### src/rtl/irq_res_pkg.sv
package irq_res_pkg;
  localparam int unsigned IRQ_VEC_W  = 32;
  localparam int unsigned IRQ_SW_LO  = 4;
  localparam int unsigned IRQ_SW_HI  = 18;
  localparam int unsigned IRQ_EXT_LO = 20;
  localparam int unsigned IRQ_EXT_HI = 30;
  localparam int unsigned IRQ_LVL_W  = 5;
endpackage

### src/rtl/irq_hi_scan.sv
module irq_hi_scan #(
  parameter int unsigned N     = 15,
  parameter int unsigned IDX_W = (N > 1) ? $clog2(N) : 1
) (
  input  logic [N-1:0]     req,
  output logic             found,
  output logic [IDX_W-1:0] idx
);
  // Ascending scan: the last set bit seen is the highest one.
  always_comb begin
    found = 1'b0;
    idx   = '0;
    for (int i = 0; i < N; i++) begin
      if (req[i]) begin
        found = 1'b1;
        idx   = IDX_W'(i);
      end
    end
  end
endmodule

### src/rtl/irq_src_field.sv
module irq_src_field #(
  parameter int unsigned VEC_W   = 32,
  parameter int unsigned LO      = 4,
  parameter int unsigned HI      = 18,
  parameter int unsigned LVL_W   = 5,
  parameter int unsigned LVL_OFS = 1
) (
  input  logic [VEC_W-1:0] vec,
  output logic             found,
  output logic [LVL_W-1:0] level,
  output logic [VEC_W-1:0] part
);
  localparam int unsigned N     = HI - LO + 1;
  localparam int unsigned IDX_W = (N > 1) ? $clog2(N) : 1;

  logic [IDX_W-1:0] idx;

  irq_hi_scan #(.N(N), .IDX_W(IDX_W)) u_scan (
    .req   (vec[HI:LO]),
    .found (found),
    .idx   (idx)
  );

  assign level = found ? (LVL_W'(idx) + LVL_W'(LVL_OFS)) : '0;

  // Per-bit field mask keeps pending bits at their own position.
  for (genvar b = 0; b < VEC_W; b++) begin : g_mask
    localparam bit IN_FIELD = (b >= LO) && (b <= HI);
    assign part[b] = vec[b] & IN_FIELD;
  end
endmodule

### src/rtl/irq_recheck_flag.sv
module irq_recheck_flag (
  input  logic clk,
  input  logic rst_n,
  input  logic ret_strobe,
  input  logic priv_mode,
  output logic armed
);
  logic armed_d;

  // Evaluation disarms every cycle; a valid privileged return re-arms.
  always_comb armed_d = ret_strobe & priv_mode;

  always_ff @(posedge clk or negedge rst_n) begin
    if (!rst_n) armed <= 1'b1;
    else        armed <= armed_d;
  end

  AST_NO_ARM_UNPRIV: assert property (@(posedge clk) disable iff (!rst_n)
    !priv_mode |=> !armed);
endmodule

### src/rtl/irq_level_resolver.sv
module irq_level_resolver
  import irq_res_pkg::*;
#(
  parameter int unsigned VEC_W  = IRQ_VEC_W,
  parameter int unsigned SW_LO  = IRQ_SW_LO,
  parameter int unsigned SW_HI  = IRQ_SW_HI,
  parameter int unsigned EXT_LO = IRQ_EXT_LO,
  parameter int unsigned EXT_HI = IRQ_EXT_HI,
  parameter int unsigned LVL_W  = IRQ_LVL_W
) (
  input  logic             clk,
  input  logic             rst_n,
  input  logic [VEC_W-1:0] sw_req,
  input  logic [VEC_W-1:0] ext_req,
  input  logic [LVL_W-1:0] cur_ipl,
  input  logic             ret_strobe,
  input  logic             priv_mode,
  output logic             trap,
  output logic [VEC_W-1:0] isr_q,
  output logic [LVL_W-1:0] intid_q
);
  logic             sw_found, ext_found, armed, accept;
  logic [LVL_W-1:0] sw_lvl, ext_lvl, lvl, intid_d;
  logic [VEC_W-1:0] sw_part, ext_part, summary, isr_d;

  irq_src_field #(.VEC_W(VEC_W), .LO(SW_LO), .HI(SW_HI),
                  .LVL_W(LVL_W), .LVL_OFS(1)) u_sw (
    .vec(sw_req), .found(sw_found), .level(sw_lvl), .part(sw_part));

  irq_src_field #(.VEC_W(VEC_W), .LO(EXT_LO), .HI(EXT_HI),
                  .LVL_W(LVL_W), .LVL_OFS(EXT_LO)) u_ext (
    .vec(ext_req), .found(ext_found), .level(ext_lvl), .part(ext_part));

  irq_recheck_flag u_flag (
    .clk(clk), .rst_n(rst_n), .ret_strobe(ret_strobe),
    .priv_mode(priv_mode), .armed(armed));

  always_comb begin
    lvl     = ext_found ? ext_lvl : sw_lvl;
    summary = sw_part | ext_part;
    accept  = armed && (lvl != '0) && (lvl > cur_ipl);
    isr_d   = accept ? summary : isr_q;
    intid_d = accept ? lvl     : intid_q;
  end

  always_ff @(posedge clk or negedge rst_n) begin
    if (!rst_n) begin
      trap    <= 1'b0;
      isr_q   <= '0;
      intid_q <= '0;
    end else begin
      trap    <= accept;
      isr_q   <= isr_d;
      intid_q <= intid_d;
    end
  end

  AST_EXT_OVER_SW: assert property (@(posedge clk) disable iff (!rst_n)
    (ext_found && sw_found) |-> (lvl > sw_lvl));
  AST_TRAP_NEEDS_ARM: assert property (@(posedge clk) disable iff (!rst_n)
    trap |-> $past(armed));
  AST_TRAP_ABOVE_IPL: assert property (@(posedge clk) disable iff (!rst_n)
    trap |-> (intid_q > $past(cur_ipl)));
  AST_ID_HOLD: assert property (@(posedge clk) disable iff (!rst_n)
    !trap |-> ($stable(intid_q) && $stable(isr_q)));
  AST_ID_NONZERO: assert property (@(posedge clk) disable iff (!rst_n)
    trap |-> (intid_q != '0));
endmodule

### config.mk
export PLATFORM = sky130hd
export DESIGN_NAME = irq_level_resolver
export DESIGN_NICKNAME = d
export VERILOG_FILES = /design/src/rtl/irq_res_pkg.sv /design/src/rtl/irq_hi_scan.sv /design/src/rtl/irq_src_field.sv /design/src/rtl/irq_recheck_flag.sv /design/src/rtl/irq_level_resolver.sv
export SDC_FILE = /design/constraint.sdc
export NUM_CORES = 1
export LEC_CHECK = 0
export BUFFER_PORTS_ARGS = -buffer_cell sky130_fd_sc_hd__buf_2
export CAP_MARGIN = 20
export CORE_MARGIN = 5
export CORE_UTILIZATION = 43
export DETAILED_ROUTE_END_ITERATION = 10
export PLACE_DENSITY = 0.9
export SYNTH_ARGS = -nofsm -noshare
export SYNTH_HDL_FRONTEND = slang
export SYNTH_SLANG_ARGS = --single-unit
### constraint.sdc
create_clock -name clk -period 1.9 [get_ports clk]
set_clock_uncertainty 0.05 [all_clocks]
set_input_delay 0.38 -clock clk [delete_from_list [all_inputs] [get_ports clk]]
set_output_delay 0.38 -clock clk [all_outputs]
set_load 0.005 [all_outputs]
**After elaboration in Yosys (flattened, before gate mapping)**

Cells that the tools add are included.

- Register bits: 39
- Word-level logic and storage cells: 64

- Add/subtract/negate cells: 2
- Magnitude comparators: 1
- Multiplexer cells: 52
- Bitwise gates (word level): 2
- Reduce and logical (&&, ||, !) cells: 3

Operator list:

| kind | number |
|---|---|
| 4-bit 2-to-1 mux | 22 |
| 19-bit by 31-bit bitwise OR with 31-bit output | 1 |
| 1-bit 2-to-1 mux | 28 |
| 5-bit 2-to-1 mux | 2 |
| 4-bit by 1-bit adder with 5-bit output, second input constant | 1 |
| 4-bit by 5-bit adder with 5-bit output, second input constant | 1 |
| 5-bit greater-than comparator | 1 |
| 5-bit nonzero test | 1 |
| 1-bit logical AND | 2 |
| 1-bit AND | 1 |

**Depth between registers and ports, before layout**

Gate-level depths: netlist (run 1).

- Word-level depth: 20
- Depth in mapped cells: 18

**Hierarchy**

Synthesis (run 1) repeated with hierarchy kept, for this count alone.

- Cells, all modules: 315
- Area, all modules: 2776.4 um^2

By module, submodules not included:

| module | times used | cells each | area an instance (um^2) | sequential area each (um^2) |
|---|---|---|---|---|
| irq_level_resolver | 1 | 186 | 1875.5 | 950.9 |
| irq_src_field (u_sw) | 1 | 43 | 319.1 | 0.0 |
| irq_src_field (u_ext) | 1 | 39 | 296.5 | 0.0 |
| irq_hi_scan (u_sw.u_scan) | 1 | 27 | 151.4 | 0.0 |
| irq_hi_scan (u_ext.u_scan) | 1 | 18 | 101.3 | 0.0 |
| irq_recheck_flag | 1 | 2 | 32.5 | 26.3 |

**Worst setup path after synthesis (run 1)**

No wires, ideal clock.

- Path type: input -> register
- Start point: in sw_req[11]
- End point: reg isr_q[23]
- Arrival: 3233 ps
- Data required time: 1723 ps
- Slack: -1510 ps
- Cell stages on the path: 15
- Path through: nor4_1 -> a21oi_1 -> and2_1 -> ha_1 -> or3b_1 -> o2111ai_1 -> o22a_2 -> ha_1 -> o21a_1 -> o21a_1 -> o21a_1 -> o221ai_1 -> a21oi_2 -> buf_6 -> mux2_1

- Word-level cells in the longest chain between the ends: 14
- Elaborated cells on any way between the ends: 23
- Those cells by class: add/sub (1); order compare (1); mux (18); reduce/logical (3)

RTL lines:

| what | RTL line | text |
|---|---|---|
| from (decl) | irq_level_resolver.sv:13 | `input logic [VEC_W-1:0] sw_req,` |
| 4-bit 2-to-1 mux (8 in series) | irq_hi_scan.sv:14 | `if (req[i]) begin` |
| 4-bit by 1-bit adder with 5-bit output | irq_src_field.sv:24 | `assign level = found ? (LVL_W'(idx) + LVL_W'(LVL_OFS)) : '0;` |
| 5-bit 2-to-1 mux * | irq_src_field.sv:24 |  |
| 5-bit 2-to-1 mux * | irq_level_resolver.sv:39 | `lvl = ext_found ? ext_lvl : sw_lvl;` |
| named net lvl[2] | irq_level_resolver.sv:23 | `logic [LVL_W-1:0] sw_lvl, ext_lvl, lvl, intid_d;` |
| branches (longest 2 deep; another with 5-bit greater-than comparator) | - |  |
| 1-bit logical AND * | irq_level_resolver.sv:41 | `accept = armed && (lvl != '0) && (lvl > cur_ipl);` |
| to (signal assigned) | irq_level_resolver.sv:53 | `isr_q <= isr_d;` |
| to (decl) | irq_level_resolver.sv:19 | `output logic [VEC_W-1:0] isr_q,` |

Mark *: on every way through the listed nets, which the timed path passes.
A chain may end at the register's enable or synchronous reset.

**Final worst setup path (run 1)**

- Start point: in sw_req[6]
- End point: reg isr_q[23]

- Word-level cells in the longest chain between the ends: 19
- Elaborated cells on any way between the ends: 33
- Those cells by class: add/sub (1); order compare (1); mux (28); reduce/logical (3)

RTL lines:

| what | RTL line |
|---|---|
| 4-bit 2-to-1 mux (13 in series) | irq_hi_scan.sv:14 |
| 4-bit by 1-bit adder with 5-bit output | irq_src_field.sv:24 |
| 5-bit 2-to-1 mux * | irq_src_field.sv:24 |
| 5-bit 2-to-1 mux * | irq_level_resolver.sv:39 |
| named net lvl[1] | irq_level_resolver.sv:23 |
| branches (longest 2 deep; another with 5-bit greater-than comparator) | - |
| 1-bit logical AND * | irq_level_resolver.sv:41 |

Marks and branches as above.

==> results of run 1 <==
[what timing repair did]
| action | 4_1_cts | 5_1_grt |
|---|---|---|
| gates resized for setup | 12 | 18 |
| setup endpoints to repair | 32 | 32 |
| cloned | 2 | 0 |
| pin swaps | 1 | 13 |
| buffers inserted | 4 | 6 |
[logic make-up (layout without fill, tap and decap cells)]
kind of cell | count (synthesis) | count (layout) | synth area share [%]
adder cells (fa/ha/maj) | 7 | 7 | 4.80
multiplexers | 27 | 27 | 16.7
AO/OA/AOI/OAI | 34 | 36 | 11.9
flip-flops | 33 | 33 | 45.3
other | 1 | 6 | 0.205
buffers and inverters | 22 | 133 | 6.99
AND/OR/NAND/NOR | 43 | 43 | 14.2
[how the worst min path moves through the flow]
| stage | startpoint | cells past startpoint | endpoint | slack [ns] |
|---|---|---|---|---|
| detailed placement | rst_n | 1 | isr_q[28] | 0.44 |
| CTS | rst_n | 1 | intid_q[3] | 0.13 |
| global route | rst_n | 1 | isr_q[26] | 0.16 |
| finish | rst_n | 1 | intid_q[0] | 0.10 |
| global placement | rst_n | 1 | isr_q[28] | 0.42 |
| floorplan | rst_n | 0 | intid_q[0] | 0.03 |
[state kept, by name, summed over array words and instances, names as in the netlist]
name	flops
isr_q	26
u_flag.armed	1
intid_q	5
trap	1
[power groups by stage]
stage,sequential (mW),clock (mW),combinational [mW]
floorplan,0.970,0,0.272
global placement,0.952,0,0.597
detailed placement,0.955,0,0.622
CTS,0.946,0.527,0.659
global route,0.968,0.558,0.763
finish,0.944,0.511,0.695
[cell usage after synthesis (all sizes together) (2+ instances only)]
master,count,area [µm²]
dfrtp,32,801
ha,7,87.6
nand2,7,26.3
mux2,27,304
o31ai,2,15.0
nor3,7,40.0
nand2b,5,31.3
a21oi,12,63.8
and2,2,12.5
inv,13,48.8
nand3,2,10.0
o21ai,9,45.0
nor2,8,30.0
o21a,3,22.5
buf,9,78.8
nor4,7,71.3
[layout by cell type (no fill, tap or decap), drive strengths merged, types with 5 or more instances in the layout]
cell,netlist,routed
clkbuf,0,6
buf,9,112
nor4,7,7
a21oi,12,14
ha,7,7
mux2,27,27
nor2,8,8
nand2b,5,5
nand2,7,7
dfrtp,32,32
conb,1,6
o21ai,9,9
inv,13,13
nor3,7,7
[layout make-up]
cell class | count | area (µm²) | area share [%]
inverters | 13 | 48.8 | 1.73
clock inverters | 2 | 10.0 | 0.354
repair buffers | 112 | 729 | 25.8
clock buffers | 6 | 72.6 | 2.57
flip-flops and latches | 33 | 827 | 29.2
multi-input cells | 119 | 1080 | 38.1
well taps | 50 | 62.6 | 2.21
[metrics by stage]
stage	utilization, %	setup WS, ns	power, mW	hold WS, ns
3_5_place_dp	61.8	-2.13	1.58	0.436
2_1_floorplan	-	-1.38	1.24	0.0344
3_3_place_gp	61.8	-2.04	1.55	0.419
4_1_cts	66.2	-1.44	2.13	0.127
5_1_grt	69.7	-1.66	2.29	0.161
6_report	69.7	-1.52	2.15	0.102
[layer usage]
metal,GRT usage [%],up-vias
met4,5.83,0
met2,31.3,60
met3,6.14,6
met5,0,-
met1,23.2,828
li1,-,828
==> qor.yml, run 1 <==
final_layout:
  area_growth_syn_to_layout_pct: 54.9
  final_nets: 364
  antenna_cells: 0
  fin_area_um2: 2830
  drive_gt1_share_pct: 60.4
  fill_cells: 297
  fin_cells: 335
setup_path:
  path_common_cell: "nor3_2"
  cp_max_fo: 8
  start_kind: "primary input"
  critPathBufInv: 4
  crit_family: "compound AO/OA/AOI/OAI gates"
  r2r_setup_slack_ns: 0.29
  cp.arrival_ns: 3.54
  r2r-end: "isr_q[28]"
  crit_end: "isr_q[23]"
  path_cells: "buf_8, nor2_4, nor3_2, nor3_2, nor3_2, nor3_2, o31ai_1, ha_2, inv_2, o21ai_4, ha_4, nor2b_4, o21a_1, o21a_1, o21a_1, o221ai_4, buf_6, a21oi_4, buf_12, mux2_4"
  critPathKind: "in -> reg"
  crit_required_ns: 2.02
  rr_startpoint: "u_flag.armed"
  cp.depth: 20
  crit_path_start: "sw_req[6]"
  max_stage_delay_ns: 0.34
  ff2ff_path_depth: 4
  crit_slowest_cell: "ha_2"
  end_kind: "flop"
drt:
  wire_per_inst_um: 15.0
  finalWirelength_um: 5010
  drtPass1Iterations: 4
  met2_length_um: 2420
  met1Wirelength_um: 2080
  vias: 1722
  drt-vias-per-instance: 5.14
  route.met3.wl_um: 436
  remaining_drc_errors: 0
  ant_nets: 0
  highest_layer: "met4"
  first_iter_violations: 72
grt:
  grt_max_degree: 34
  antenna_found_initial: 0
  grt_pass1_wl_um: 7980
  grt-ovfl-total: 0
  grt.total_usage_pct: 18.8
  grt_pass1_vias: 1698
timing:
  fin_crit_ns: 3.42
  rsz0062_at_grt: "yes"
  hold_viol: 0
  finalMaxSlewViolations: 0
  relSlewSlack_pct: 50.4
  fin_setup_tns_ns: -45.02
  setup-violations-final: 32
  tightest_slew_ns: 0.745
  fmax_mhz: 293
  setup_ws_ns: -1.52
  finalCritPeriodShare_pct: 180
power:
  peakVddDrop_uv: 648
  power_per_cell_area_nw_per_um2: 760
  p_leak_nw: 1.36
  swShare_pct: 29.0
  power_frac_seq_pct: 43.9
  p_int_mw: 1.53
  pwr-share-comb_pct: 32.3
  switchingPower_mw: 0.624
  clkPwrFrac_pct: 23.8
logic_synthesis:
  ys.flop_type: "dfrtp_1"
  netlist_area_um2: 1830
  seq_area_frac_synth_pct: 45.3
  async_flop_share_pct: 100
  synth_cells: 167
  yosysUniqueCellTypes: 38
  syn_area_per_cell_um2: 10.9
  yosys_warnings: 0
  synth_edf_count: 0
  synth_seq_cells: 33
placed_design:
  dpl.hpwl_um: 3680
  dp.cells: 315
  io_buffers: 66
  placed_cell_area_um2: 2510
  globalplace.congestion: 0.876
flow_run:
  maxCapViolations: 0
die:
  num_io_pins: 111
  dieArea_um2: 5650
  coreArea_um2: 4060
  die_h_um: 75.2
  rows: 23
  die_w_um: 75.2
  start_util_pct: 45.0
clocking:
  clk_path_buf_depth: 2
  postCtsHoldBufs: 0
  numCtsBuffers: 5
  root_buffer: "clkbuf_8"
  cts_max_level: 2
  clk_pin_slew_worst_paths_ns: 0.07
  cts_sinks: 33
  tritoncts: "done"
  clk_latency_ns: 0.29
worst_hold_path:
  hold_path.class: "in -> async"
status:
  failed_checks: "setup timing"
  status: "complete, but fails checks"
(Power assumes the default switching activity.)
==> inputs of run 2 (changes only) <==
--- a/config.mk
+++ b/config.mk
@@ -8,9 +8,10 @@
 export BUFFER_PORTS_ARGS = -buffer_cell sky130_fd_sc_hd__buf_2
 export CAP_MARGIN = 20
 export CORE_MARGIN = 5
-export CORE_UTILIZATION = 43
+export CORE_UTILIZATION = 49
 export DETAILED_ROUTE_END_ITERATION = 10
-export PLACE_DENSITY = 0.9
+export PLACE_DENSITY = 0.91
 export SYNTH_ARGS = -nofsm -noshare
 export SYNTH_HDL_FRONTEND = slang
+export SYNTH_HIERARCHICAL = 1
 export SYNTH_SLANG_ARGS = --single-unit
==> qor.yml, run 2 <==
die:
  num_io_pins: 111
  coreArea_um2: 5510
  die_h_um: 85.3
  start_util_pct: 50.4
  die_w_um: 85.3
  dieArea_um2: 7270
  rows: 27
timing:
  fmax_mhz: 319
  hold_viol: 0
  finalMaxSlewViolations: 0
  fin_crit_ns: 3.13
  setup-violations-final: 38
  finalCritPeriodShare_pct: 165
  setup_ws_ns: -1.23
  relSlewSlack_pct: 66.5
  tightest_slew_ns: 0.502
  rsz0062_at_grt: "yes"
setup_path:
  critPathBufInv: 4
  end_kind: "flop"
  crit_slowest_cell: "a221o_1"
  crit_family: "compound AO/OA/AOI/OAI gates"
  critPathKind: "in -> reg"
  path_cells: "buf_2, o31ai_2, a311o_1, ha_2, and2_1, mux2i_2, inv_1, ha_1, and3_4, a221o_1, a21oi_2, buf_6, buf_12, o21ai_1, o21ai_0"
  start_kind: "primary input"
  cp_max_fo: 13
  cp.arrival_ns: 3.29
  crit_required_ns: 2.06
  max_stage_delay_ns: 0.33
logic_synthesis:
  synth_area_leader_cell: "dfrtp_1"
  async_flop_share_pct: 100
  ys_top_cells_by_area: "dfrtp_1 (34%), buf_4 (19%), o21ai_0 (7.8%)"
  netlist.area_leader.share_pct: 34.2
  yosys-top-cells-count: "buf_4 (69), nor2_1 (45), o21ai_0 (43), dfrtp_1 (38), o21ai_2 (20)"
  synth_edf_count: 0
  synth_cells: 315
  netlist_area_um2: 2780
  synth_seq_cells: 39
  yosysMostFrequentCell: "buf_4"
  ys.flop_type: "dfrtp_1"
  yosys_warnings: 6
  syn_area_per_cell_um2: 8.81
  yosysUniqueCellTypes: 45
  seq_area_frac_synth_pct: 35.2
final_layout:
  multi_input_area_um2: 1510
  area_growth_syn_to_layout_pct: 32.9
  drive_gt1_share_pct: 52.0
  largest_reg_flops: 32
  antenna_cells: 0
  regArea_um2: 977
  top_regs: "isr_q: 32 flops, intid_q: 5 flops"
  final_cell_mix: "buf_2 (65), buf_4 (45), nor2_1 (42)"
  top_register: "isr_q"
  fin_cells: 482
  final_nets: 489
  mostFrequentLayoutCell: "buf_2"
  fill_cells: 388
  fin_area_um2: 3690
clocking:
  cts_max_level: 2
  tritoncts: "done"
  clk_latency_ns: 0.29
  clk_path_buf_depth: 2
  cts_sinks: 39
  numCtsBuffers: 5
  clk_pin_slew_worst_paths_ns: 0.08
  root_buffer: "clkbuf_8"
placed_design:
  io_buffers: 72
  dpl.hpwl_um: 4920
  globalplace.congestion: 0.900
  dp.cells: 456
  placed_cell_area_um2: 3100
worst_hold_path:
  hold_path.class: "in -> async"
grt:
  grt_max_degree: 40
  grt-ovfl-total: 0
  grt_pass1_wl_um: 12100
  antenna_found_initial: 0
  grt_pass1_vias: 2575
  grt.total_usage_pct: 20.6
power:
  power_frac_seq_pct: 42.1
  finalPower_mw: 2.72
  clkPwrFrac_pct: 20.1
  power_per_cell_area_nw_per_um2: 737
  switchingPower_mw: 0.923
  peakVddDrop_uv: 333
  swShare_pct: 33.9
  pwr-share-comb_pct: 37.7
  p_int_mw: 1.80
  p_leak_nw: 1.78
drt:
  vias: 2545
  first_iter_violations: 181
  finalWirelength_um: 7850
  drtPass1Iterations: 4
  ant_nets: 0
  drt-vias-per-instance: 5.28
  wire_per_inst_um: 16.3
  remaining_drc_errors: 0
status:
  status: "complete, but fails checks"
  failed_checks: "setup timing"
flow_run:
  maxCapViolations: 0
==> run 2: cell count changes in the layout (fill, tap and decap cells not counted), sizes merged, moves of 4 or more <==
cell,delta
nor2,+37
o21ai,+66
dfrtp,+6
nor3,-4
mux2i,+6
conb,+32
and2,+4
mux2,-27
nand2,-4
buf,+15
a21oi,-9
nor4,-4
==> run 2: final timing paths <==
check | startpoint | endpoint | slack, ns | cells past startpoint
worst max-delay path | sw_req[8] | isr_q[12] | -1.23 | 15
worst min-delay path | rst_n | isr_q[9] | 0.07 | 2
worst max register to register | u_flag/armed | isr_q[7] | 0.43 | 5
worst min register to register | isr_q[28] | isr_q[28] | 0.44 | 2
max in group asynchronous | rst_n | u_flag/armed | 1.34 | 2
min in group clk | priv_mode | u_flag/armed | 0.27 | 2
==> run 2: cell families (layout without fill, tap and decap cells) <==
| family | count (synthesis) | count (layout) | synth area share, % |
|---|---|---|---|
| buffers and inverters | 93 | 152 | 24.2 |
| AOI/OAI and AO/OA | 91 | 91 | 21.0 |
| and+or+nand+nor | 76 | 76 | 13.6 |
| DFF | 39 | 39 | 35.2 |
| adders and majority gates | 7 | 7 | 3.15 |
| muxes | 6 | 6 | 2.30 |
| other | 2 | 38 | 0.270 |
| xor gates and xnor gates | 1 | 1 | 0.316 |
==> run 2: per-layer routing <==
layer  track usage [%]  routed length [µm]
met3              4.85                 552
met2              36.7                4030
met1              23.6                2990
met4              8.35                 269
met5                 0                   0
==> run 2: power groups by stage <==
stage | Sequential, mW | Combinational (mW) | Clock, mW
5_1_grt | 1.17 | 1.12 | 0.586
4_1_cts | 1.12 | 0.912 | 0.542
6_report | 1.15 | 1.03 | 0.547
3_3_place_gp | 1.13 | 0.762 | 0
2_1_floorplan | 1.14 | 0.476 | 0
3_5_place_dp | 1.14 | 0.795 | 0
==> run 2: layout make-up <==
type / instances / area share [%]
timing repair buffer: 128 / 26.4
clock inverter: 1 / 0.136
inverter: 16 / 1.63
sequential: 39 / 26.5
tap: 72 / 2.44
clock buffer: 7 / 2.07
multi-input combinational: 219 / 40.8
==> run 2: worst reg2reg max path: stages, from the launching register on <==
cell,delay [ns]
dfstp_2,0.54
o211ai_2,0.12
or2_4,0.29
buf_12,0.15
buf_8,0.14
o21ai_2,0.12
==> run 2: repair_timing <==
action                                  in CTS  in global routing
resized for setup                           63                 37
setup buffers                                8                  7
pin swaps                                   24                 18
endpoints found under the setup margin      38                 38
hold buffers                                 0                  0
gates cloned                                 2                  1
==> run 2: per-stage QoR <==
| stage | util, % | TNS, ns | hold WS (ns) | worst slack, ns |
|---|---|---|---|---|
| 2_1_floorplan | - | -42.96 | 0.0344 | -1.19 |
| 3_3_place_gp | 56.3 | -53.15 | 0.404 | -1.42 |
| 3_5_place_dp | 56.3 | -57.89 | 0.416 | -1.58 |
| 4_1_cts | 62.9 | -39.61 | 0.106 | -1.11 |
| 5_1_grt | 67.0 | -47.86 | 0.133 | -1.33 |
| 6_report | 67.0 | -44.53 | 0.0741 | -1.23 |
==> inputs of run 3 (changes only) <==
==> constraint.sdc (replaced) <==
create_clock -name clk -period 1.9 [get_ports clk]
set_clock_uncertainty 0.05 [all_clocks]
set_input_delay 0.38 -clock clk [delete_from_list [all_inputs] [get_ports clk]]
set_output_delay 0.38 -clock clk [all_outputs]
set_load 0.1 [all_outputs]
==> qor.yml, run 3 (synthesis gave the netlist of run 2 again) <==
setup_path:
  max_stage_delay_ns: 0.40
  crit_required_ns: 2.02
  crit_slowest_cell: "a221o_1"
  cp_max_fo: 6
  critPathKind: "in -> reg"
  cp.arrival_ns: 3.32
  start_kind: "primary input"
  path_cells: "buf_2, o31ai_2, a311o_1, ha_2, and2_1, mux2i_1, inv_1, ha_4, and3_4, a221o_1, a21oi_4, or2_4, buf_4, buf_12, o21ai_2"
  end_kind: "flop"
final_layout:
  antenna_cells: 0
  final_cell_mix: "buf_2 (65), buf_4 (54), nor2_1 (41)"
  top_regs: "isr_q: 32 flops, intid_q: 5 flops"
  area_growth_syn_to_layout_pct: 37.9
  largest_reg_flops: 32
  final_nets: 499
  top_register: "isr_q"
  mostFrequentLayoutCell: "buf_2"
  utilization_pct: 69.5
  fin_area_um2: 3830
  drive_gt1_share_pct: 54.0
grt:
  grt-ovfl-total: 0
  grt_max_degree: 40
  grt.total_usage_pct: 22.3
  grt_pass1_wl_um: 13000
  grt_pass1_vias: 2674
  antenna_found_initial: 0
drt:
  route.met3.wl_um: 586
  remaining_drc_errors: 0
  met1Wirelength_um: 3210
  first_iter_violations: 183
  vias: 2591
  drtPass1Iterations: 4
  drt-vias-per-instance: 5.27
  highest_layer: "met4"
  met2_length_um: 4330
  finalWirelength_um: 8600
  ant_nets: 0
  wire_per_inst_um: 17.5
timing:
  finalMaxSlewViolations: 0
  fin_setup_tns_ns: -47.47
  setup-violations-final: 38
  hold_viol: 0
  tightest_slew_ns: 0.527
  rsz0062_at_grt: "yes"
  relSlewSlack_pct: 65.1
  fmax_mhz: 312
  setup_ws_ns: -1.30
  finalCritPeriodShare_pct: 169
  fin_crit_ns: 3.20
die:
  die_w_um: 85.3
  num_io_pins: 111
  coreArea_um2: 5510
  rows: 27
  start_util_pct: 50.4
  die_h_um: 85.3
  dieArea_um2: 7270
status:
  status: "complete, but fails checks"
  failed_checks: "setup timing"
placed_design:
  placed_cell_area_um2: 3080
  io_buffers: 72
  dpl.hpwl_um: 4880
  globalplace.congestion: 0.942
clocking:
  clk_pin_slew_worst_paths_ns: 0.08
  numCtsBuffers: 5
  clk_path_buf_depth: 2
  cts_max_level: 2
  clk_latency_ns: 0.29
  cts_sinks: 39
  tritoncts: "done"
  root_buffer: "clkbuf_8"
worst_hold_path:
  hold_path.class: "in -> async"
power:
  power_per_cell_area_nw_per_um2: 1130
  p_leak_nw: 1.89
  peakVddDrop_uv: 723
flow_run:
  maxCapViolations: 0
==> run 3: final timing paths <==
kind	start	slack [ns]	depth (start not counted)	endpoint
setup / recovery	sw_req[8]	-1.30	15	isr_q[29]
hold / removal	rst_n	0.08	2	isr_q[6]
setup reg to reg	u_flag/armed	0.43	5	isr_q[29]
hold reg to reg	isr_q[3]	0.43	2	isr_q[3]
max in group asynchronous	rst_n	1.35	2	u_flag/armed
min in group clk	priv_mode	0.27	2	u_flag/armed
==> run 3: layer usage <==
metal,vias to the layer above,GRT usage (%)
li1,1175,-
met1,1228,24.9
met2,135,38.8
met3,53,6.60
met4,0,10.5
met5,-,0
==> run 3: worst max-delay path: cells and delay by family <==
kind	cells	cell delay, ns
buffers and inverters	4	0.54
AND/OR/NAND/NOR	3	0.50
adder cells (fa/ha/maj)	2	0.51
multiplexers	1	0.21
AO/OA/AOI/OAI	5	1.16
==> run 3: layout make-up <==
class | instances | area [µm²]
fill | 381 | 1680
multi-input combinational | 219 | 1530
timing repair buffer | 138 | 1050
sequential | 39 | 977
tap | 72 | 90.1
clock buffer | 6 | 82.6
inverter | 16 | 60.1
clock inverter | 2 | 35.0
==> run 3: through the flow <==
step                hold WS (ns)  power (mW)  setup WS [ns]  instances
finish                    0.0803        4.33          -1.30        492
global route               0.122        4.49          -1.37        492
CTS                        0.103        4.21          -1.06        488
detailed placement         0.409        3.32          -1.53        452
global placement           0.404        3.28          -1.42        452
floorplan                 0.0344        2.99          -1.19        351
==> run 3: timing repair <==
item / CTS / global route
gates resized for setup: 75 / 23
pin swaps: 18 / 16
endpoints found under the setup margin: 38 / 38
buffers inserted: 25 / 3
hold buffers: 0 / 0
cloned: 3 / 2
==> run 3: power by group <==
part           switching [mW]  internal (mW)
sequential              0.119           1.02
combinational            1.93          0.540
clock                   0.294          0.425
total                    2.35           1.98
